[src/rtl/fwft_chain.sv]
module fwft_chain #(
  parameter int WIDTH  = 16,
  parameter int STAGES = 3,
  parameter int DEPTH  = 4
) (
  input  logic             clk,
  input  logic             rst_n,
  input  logic             wr_en_n,
  input  logic [WIDTH-1:0] wr_data,
  output logic             in_ready_n,
  input  logic             rd_en_n,
  output logic [WIDTH-1:0] rd_data,
  output logic             out_ready_n
);
  localparam int AW = (DEPTH > 1) ? $clog2(DEPTH) : 1;
  localparam int CW = $clog2(DEPTH + 1);

  logic [STAGES:0]            vld;
  logic [STAGES:0]            acc;
  logic [STAGES:0][WIDTH-1:0] dat;

  assign vld[0]      = ~wr_en_n;
  assign dat[0]      = wr_data;
  assign acc[STAGES] = ~rd_en_n;
  assign in_ready_n  = ~acc[0];
  assign out_ready_n = ~vld[STAGES];
  assign rd_data     = dat[STAGES];

  for (genvar s = 0; s < STAGES; s++) begin : g_stage
    logic [WIDTH-1:0] mem [DEPTH];
    logic [AW-1:0]    wp, rp;
    logic [CW-1:0]    cnt;
    logic             push, pop;

    assign push = vld[s] & acc[s];
    assign pop  = vld[s+1] & acc[s+1];

    always_ff @(posedge clk)
      if (push) mem[wp] <= dat[s];

    always_ff @(posedge clk or negedge rst_n)
      if (!rst_n) begin
        wp  <= '0;
        rp  <= '0;
        cnt <= '0;
      end else begin
        if (push) wp <= (wp == AW'(DEPTH - 1)) ? '0 : wp + 1'b1;
        if (pop)  rp <= (rp == AW'(DEPTH - 1)) ? '0 : rp + 1'b1;
        if (push && !pop)      cnt <= cnt + 1'b1;
        else if (pop && !push) cnt <= cnt - 1'b1;
      end

    assign acc[s]   = (cnt != CW'(DEPTH));
    assign vld[s+1] = (cnt != '0);
    assign dat[s+1] = mem[rp];

    assert_no_overflow_R3: assert property (@(posedge clk) disable iff (!rst_n)
      cnt <= CW'(DEPTH));

    assert_empty_stays_R4: assert property (@(posedge clk) disable iff (!rst_n)
      (cnt == '0 && !vld[s]) |=> (cnt == '0));

    if (s < STAGES - 1) begin : g_ripple
      assert_ripple_R8: assert property (@(posedge clk) disable iff (!rst_n)
        (cnt != '0 && g_stage[s+1].cnt == '0) |=> (g_stage[s+1].cnt != '0));
    end
  end

  assert_hold_R7: assert property (@(posedge clk) disable iff (!rst_n)
    (!out_ready_n && rd_en_n) |=> (!out_ready_n && $stable(rd_data)));
endmodule

[config.mk]
export PLATFORM = sky130hd
export DESIGN_NAME = fwft_chain
export DESIGN_NICKNAME = d
export VERILOG_FILES = /design/src/rtl/fwft_chain.sv
export SDC_FILE = /design/constraint.sdc
export NUM_CORES = 1
export LEC_CHECK = 0
export ABC_AREA = 1
export BUFFER_PORTS_ARGS = -buffer_cell sky130_fd_sc_hd__buf_2
export CORE_UTILIZATION = 25
export DETAILED_ROUTE_END_ITERATION = 8
export GPL_TIMING_DRIVEN = 1
export PLACE_DENSITY_LB_ADDON = 0.12
export SLEW_MARGIN = 20
export SYNTH_ARGS = -nofsm -noshare
export SYNTH_HDL_FRONTEND = slang
export SYNTH_SLANG_ARGS = --single-unit
[constraint.sdc]
create_clock -name clk -period 2.3 [get_ports clk]
set_clock_uncertainty 0.2 [all_clocks]
set_input_delay 0.345 -clock clk [delete_from_list [all_inputs] [get_ports clk]]
set_output_delay 0.345 -clock clk [all_outputs]
set_load 0.01 [all_outputs]
# Word level (Yosys, flattened, before mapping)
# Memories as Yosys holds them, arrays and structs flattened.
# Cells that the tools add are included.
classes:
  add_sub_neg: 12
  eq_ne: 9
  n_mux: 18
  n_bitwise: 8
  reduce_logical: 16
ops:
  columns: ["operator", "n"]
  rows:
  - ["$mux W3", 6]
  - ["$add A2 B1 Y2 const B", 6]
  - ["$eq A2 B2 Y1 const B", 6]
  - ["$mux W2", 6]
  - ["$add A3 B1 Y3 const B", 3]
  - ["$ne A3 B3 Y1 const B", 3]
  - ["$reduce_bool A3 Y1", 3]
  - ["$sub A3 B1 Y3 const B", 3]
  - ["$logic_and A1 B1 Y1", 6]
  - ["$mux W1", 6]
  - ["$reduce_bool A2 Y1", 3]
  - ["$and A1 B1 Y1", 4]
  - ["$logic_not A1 Y1", 4]
  - ["$not A1 Y1", 4]
word_totals:
  ff_bits: 21
  mem_bits_rw: 192
  inputBits: 20
  output_inout_bits: 18
  word_cells: 75
  mem_count: 3
memory_table:
  columns: ["name", "depth", "width", "read_ports", "rd_clocked_by_memory_dff", "wr", "line", "source"]
  rows:
  - ["g_stage[0].mem", 4, 16, 1, 0, 1, "30", "logic [WIDTH-1:0] mem [DEPTH];"]
  - ["g_stage[1].mem", 4, 16, 1, 0, 1, "30", null]
  - ["g_stage[2].mem", 4, 16, 1, 0, 1, "30", null]

# Logic depth before layout (Yosys ltp)
logic_depth:
  ltp_word: 6
  ltp_mapped: 12
  mapped_depth_nobuf: 12

# Least setup slack after synthesis
# No wires, ideal clock.
synth_timing:
  kind: "register to register"
  start: "register g_stage[1].cnt[0]"
  end: "memory g_stage[1].mem[0][0], enable pin"
  setup_ns: 0.389
  t_arrival_ns: 1.380
  required_time_ns: 1.711
  setup_slack_ns: 0.332
  stages_incl_launch_ff: 5
  n_path_buf: 0
  cell_sequence: "dfrtp_1 nor2_2 nand2_2 nand2_4 nor2_1"
synth_between:
  elab_chain_cells: 4
synth_lines:
  columns: ["element", "line", "source"]
  rows:
  - ["start, declared", "32", "logic [CW-1:0] cnt;"]
  - ["start signal, assigned", "49", "if (push && !pop) cnt <= cnt + 1'b1;"]
  - ["start signal, assigned", "50", "else if (pop && !push) cnt <= cnt - 1'b1;"]
  - ["$ne A3 B3 Y1", "53", "assign acc[s] = (cnt != CW'(DEPTH));"]
  - ["$and A1 B1 Y1", "35", "assign push = vld[s] & acc[s];"]
  - ["$mux W1", "39", "if (push) mem[wp] <= dat[s];"]
  - ["$mux W1 (not written as such)", "39", null]
  - ["end, declared", "30", null]
# Every way passes these cells.

# Final worst setup path
layout_timing:
  start: "register g_stage[2].rp[0]"
  end: "output port rd_data[13]"
layout_between:
  elab_chain_cells: 1
layout_lines:
  columns: ["element", "line", "source"]
  rows:
  - ["start, declared", "31", "logic [AW-1:0] wp, rp;"]
  - ["start signal, assigned", "48", "if (pop) rp <= (rp == AW'(DEPTH - 1)) ? '0 : rp + 1'b1;"]
  - ["$mem_v2 Z4 W16", null, null]
  - ["end, declared", "12", "output logic [WIDTH-1:0] rd_data,"]
# Every way passes these cells.

==> results.txt <==
The share of synthesized registers carrying an async set or reset came out at 9.86%. In this run the worst hold path is classified as input port to asynchronous set/reset pin. The all-layer global routing usage is 9.76%. Along the worst path, the maximum fanout reaches 29. The post-synthesis instance area came out at 9570 sq um. The maximum number of pins on one net before global-route repair came out at 68. The total area inside the core boundary comes to 37700 sq um. The final net count came out at 855.

The total setup violations reported at the end of the flow is 0. When the netlist entered floorplanning its net count stood at 794. The final cycle utilization of the critical path came out at 93.9%. The portion of total power attributed to the clock network is 22.0%.

CTS saw 213 sinks. The weighted congestion reported at the end of routability-driven placement is 0.679. The switching share of total power came out at 36.6%. The maximum root-to-sink buffer count is 3. The count of cells resized by post-cts repair is 0. The worst reg2reg path endpoint is g_stage[0].cnt[2]$_DFFE_PN0P_. Synthesis handed over a netlist of 753 instances. The flow ran to the end, and the final reports show no timing, DRC or antenna violations. The maximum level of the CTS H-tree is 1.

Cell internal power was estimated by the tool at 0.0109 W. The setup total negative slack came out at 0 ps. In this run the critical register-to-register path is launched from g_stage[1].cnt[0]$_DFFE_PN0P_. In this run the worst setup path begins at g_stage[2].rp[0]$_DFFE_PN0P_. The number of cells on the worst reg-to-reg path is 10. The number of inserted diodes is 0.

By area the synthesized netlist is led by edfxtp_1, o211ai_2, nand2_1. The register bit count reported by yosys is 213. The number of antenna violations at the first check in global routing came out at 0.

The power density normalized to cell area came out at 1540 nW/um^2. The sequential cell area fraction in the yosys report came out at 65.7%. The max-cap violation count came out at 0. The total chip power came out at 0.0171 W. The clock-pin slew on the worst setup and hold paths came out at 60 ps. STA classifies the critical path startpoint as a flip-flop. Once detail routing completed, the nets flagged for antenna violations numbered 0.

The final hold violation count came out at 0. The number of different library cells in the post-synthesis netlist is 24. The top cell types in the final layout, fill and taps aside, are edfxtp_1, nand2_1, inv_1. The placement row count is 71. Buffers placed on the I/O ports in this run total 37. The number of violations reported at the end of detailed-routing iteration 0 came out at 211.

The maximum clock frequency came out at 463 MHz. The I/O pin count came out at 38. The max-slew headroom at the worst pin came out at 63.9%. The required arrival time at the worst endpoint is 1750 ps.

The last element of the critical path is rd_data[13]. The number of warnings printed during yosys synthesis came out at 0. The pre-antenna-repair detailed-routing pass consisted of 4 iterations.

The library cell used most frequently in the layout, excluding fill and tap cells, is edfxtp_1. The remaining routing DRC violations came out at 0. The portion of synthesized cell area occupied by the leading cell type came out at 60.3%. The clock tree from TritonCTS is done. The area growth from synthesis to layout is 16.5%. The die boundary width is 198 microns. The via count of the first global-routing pass is 5153.

edfxtp_1 takes more of the synthesized area than any other cell. Detailed placement ended at an HPWL of 11300 microns. The height of the die is 198 microns.

A synthesized cell averages 12.7 sq um. The number of max-slew violations in the final report came out at 0. The data arrival time of the critical path came out at 1610 ps.

The first-pass GRT wire length is 29500 microns. The starting density of the core is 25.4%. The minimum period implied by the final worst setup slack came out at 2160 ps. The total via count in the routed design came out at 5070. The highest ir drop seen on vdd came out at 0.634 mV. The source-to-sink clock delay at the later pin of the worst-skew pair is 520 ps. The share of final-layout standard cells stronger than drive strength 1 came out at 23.1%. The cell at the root of the clock tree is clkbuf_16. The internal reg-to-reg setup slack came out at 190 ps. Setup repair after global routing left no endpoint under its margin. The standby leakage power came out at 4.48 nW. The vias per cell came out at 3.78. STA classifies the critical path endpoint as a primary output. The die outline area is 39100 sq um. The number of clock buffers inserted by TritonCTS is 26.

The switching power is 0.00627 W. The most used flip-flop cell after synthesis is edfxtp_1. At the pin with the least slew margin, the transition time is 542 ps. For this run the aggregate overflow at the end of global routing stands at 0. The kind of critical path is flip-flop to primary output. The portion of total power attributed to combinational logic came out at 36.2%. The detailed-route wire length came out at 18300 microns.

The number of flops mapped to enable cells by yosys came out at 192. The share of total power in sequential cells is 41.8%. After detailed routing, the average wire length per cell comes to 13.6 microns.
how the worst min path moves through the flow:
stage | startpoint | endpoint
detailed placement | rst_n | g_stage[0].wp[1]$_DFFE_PN0P_
CTS | rst_n | g_stage[0].wp[0]$_DFFE_PN0P_
floorplan | rst_n | g_stage[0].cnt[0]$_DFFE_PN0P_
finish | rst_n | g_stage[0].wp[1]$_DFFE_PN0P_
global placement | rst_n | g_stage[0].wp[1]$_DFFE_PN0P_
global route | rst_n | g_stage[0].wp[0]$_DFFE_PN0P_
area by class of cell:
type / count / area (sq um)
fillers: 3877 / 26500
flip-flops and latches: 213 / 6290
multi-input cells: 356 / 2300
clock buffers: 33 / 698
well taps: 511 / 639
repair buffers: 79 / 598
inverters: 138 / 533
clock inverters: 13 / 82.6
logic make-up after synthesis:
kind of cell / Yosys count / share of synthesized area, %
simple gates: 235 / 10.4
flops: 213 / 65.7
buf+inv: 184 / 10.2
compound gates: 97 / 10.5
fa+ha+maj: 21 / 2.98
xor+xnor: 3 / 0.275
power by group through the flow:
stage,clock [W],sequential [W],combinational [W]
finish,0.00376,0.00717,0.00621
global route,0.00405,0.00734,0.00717
CTS,0.00392,0.00720,0.00646
detailed placement,0,0.00729,0.00636
global placement,0,0.00728,0.00638
floorplan,0,0.00709,0.00509
registers in the layout, indices dropped and copies added (netlist names):
signal and count:
g_stage.cnt 9, g_stage.mem 192, g_stage.rp 6, g_stage.wp 6
layer usage:
metal / GRT usage [%] / up-vias / share of wire [%] / wire (microns)
li1: - / 2651 / - / -
met1: 12.8 / 2318 / 48 / 8710
met2: 16.4 / 68 / 46 / 8490
met3: 1.84 / 33 / 3.5 / 647
met4: 2.76 / 0 / 2.6 / 470
met5: 0 / - / 0 / 0
worst max-delay path: stages (launching register included):
cell and delay [ps]:
dfrtp_2 460, buf_12 190, o211ai_1 180, nand2_1 110
buf_2 150
what timing repair did:
item / 4_1_cts / 5_1_grt
setup endpoints to repair: 9 / 0
buffers inserted: 2 / 0
hold endpoints to repair: 89 / 0
hold buffers: 19 / 0
stage by stage:
| stage | instance area, sq um | hold slack (ps) | util [%] | setup slack [ps] | cells |
|---|---|---|---|---|---|
| 2_1_floorplan | 9570 | -151 | - | 332 | 753 |
| 3_5_place_dp | 10200 | 163 | 27.0 | 195 | 1276 |
| 5_1_grt | 11100 | 173 | 29.6 | 4.28 | 1343 |
| 3_3_place_gp | 10200 | 162 | 27.0 | 216 | 1276 |
| 6_report | 11100 | 135 | 29.6 | 141 | 1343 |
| 4_1_cts | 11100 | 132 | 29.6 | 79.4 | 1343 |
synth_stat cells (all sizes together) (17+ instances only):
cell type,instances
dfrtp,21
inv,135
ha,18
nor2,20
edfxtp,192
o211ai,96
buf,46
nand3,17
nand2,195
(Power assumes the default switching activity.)
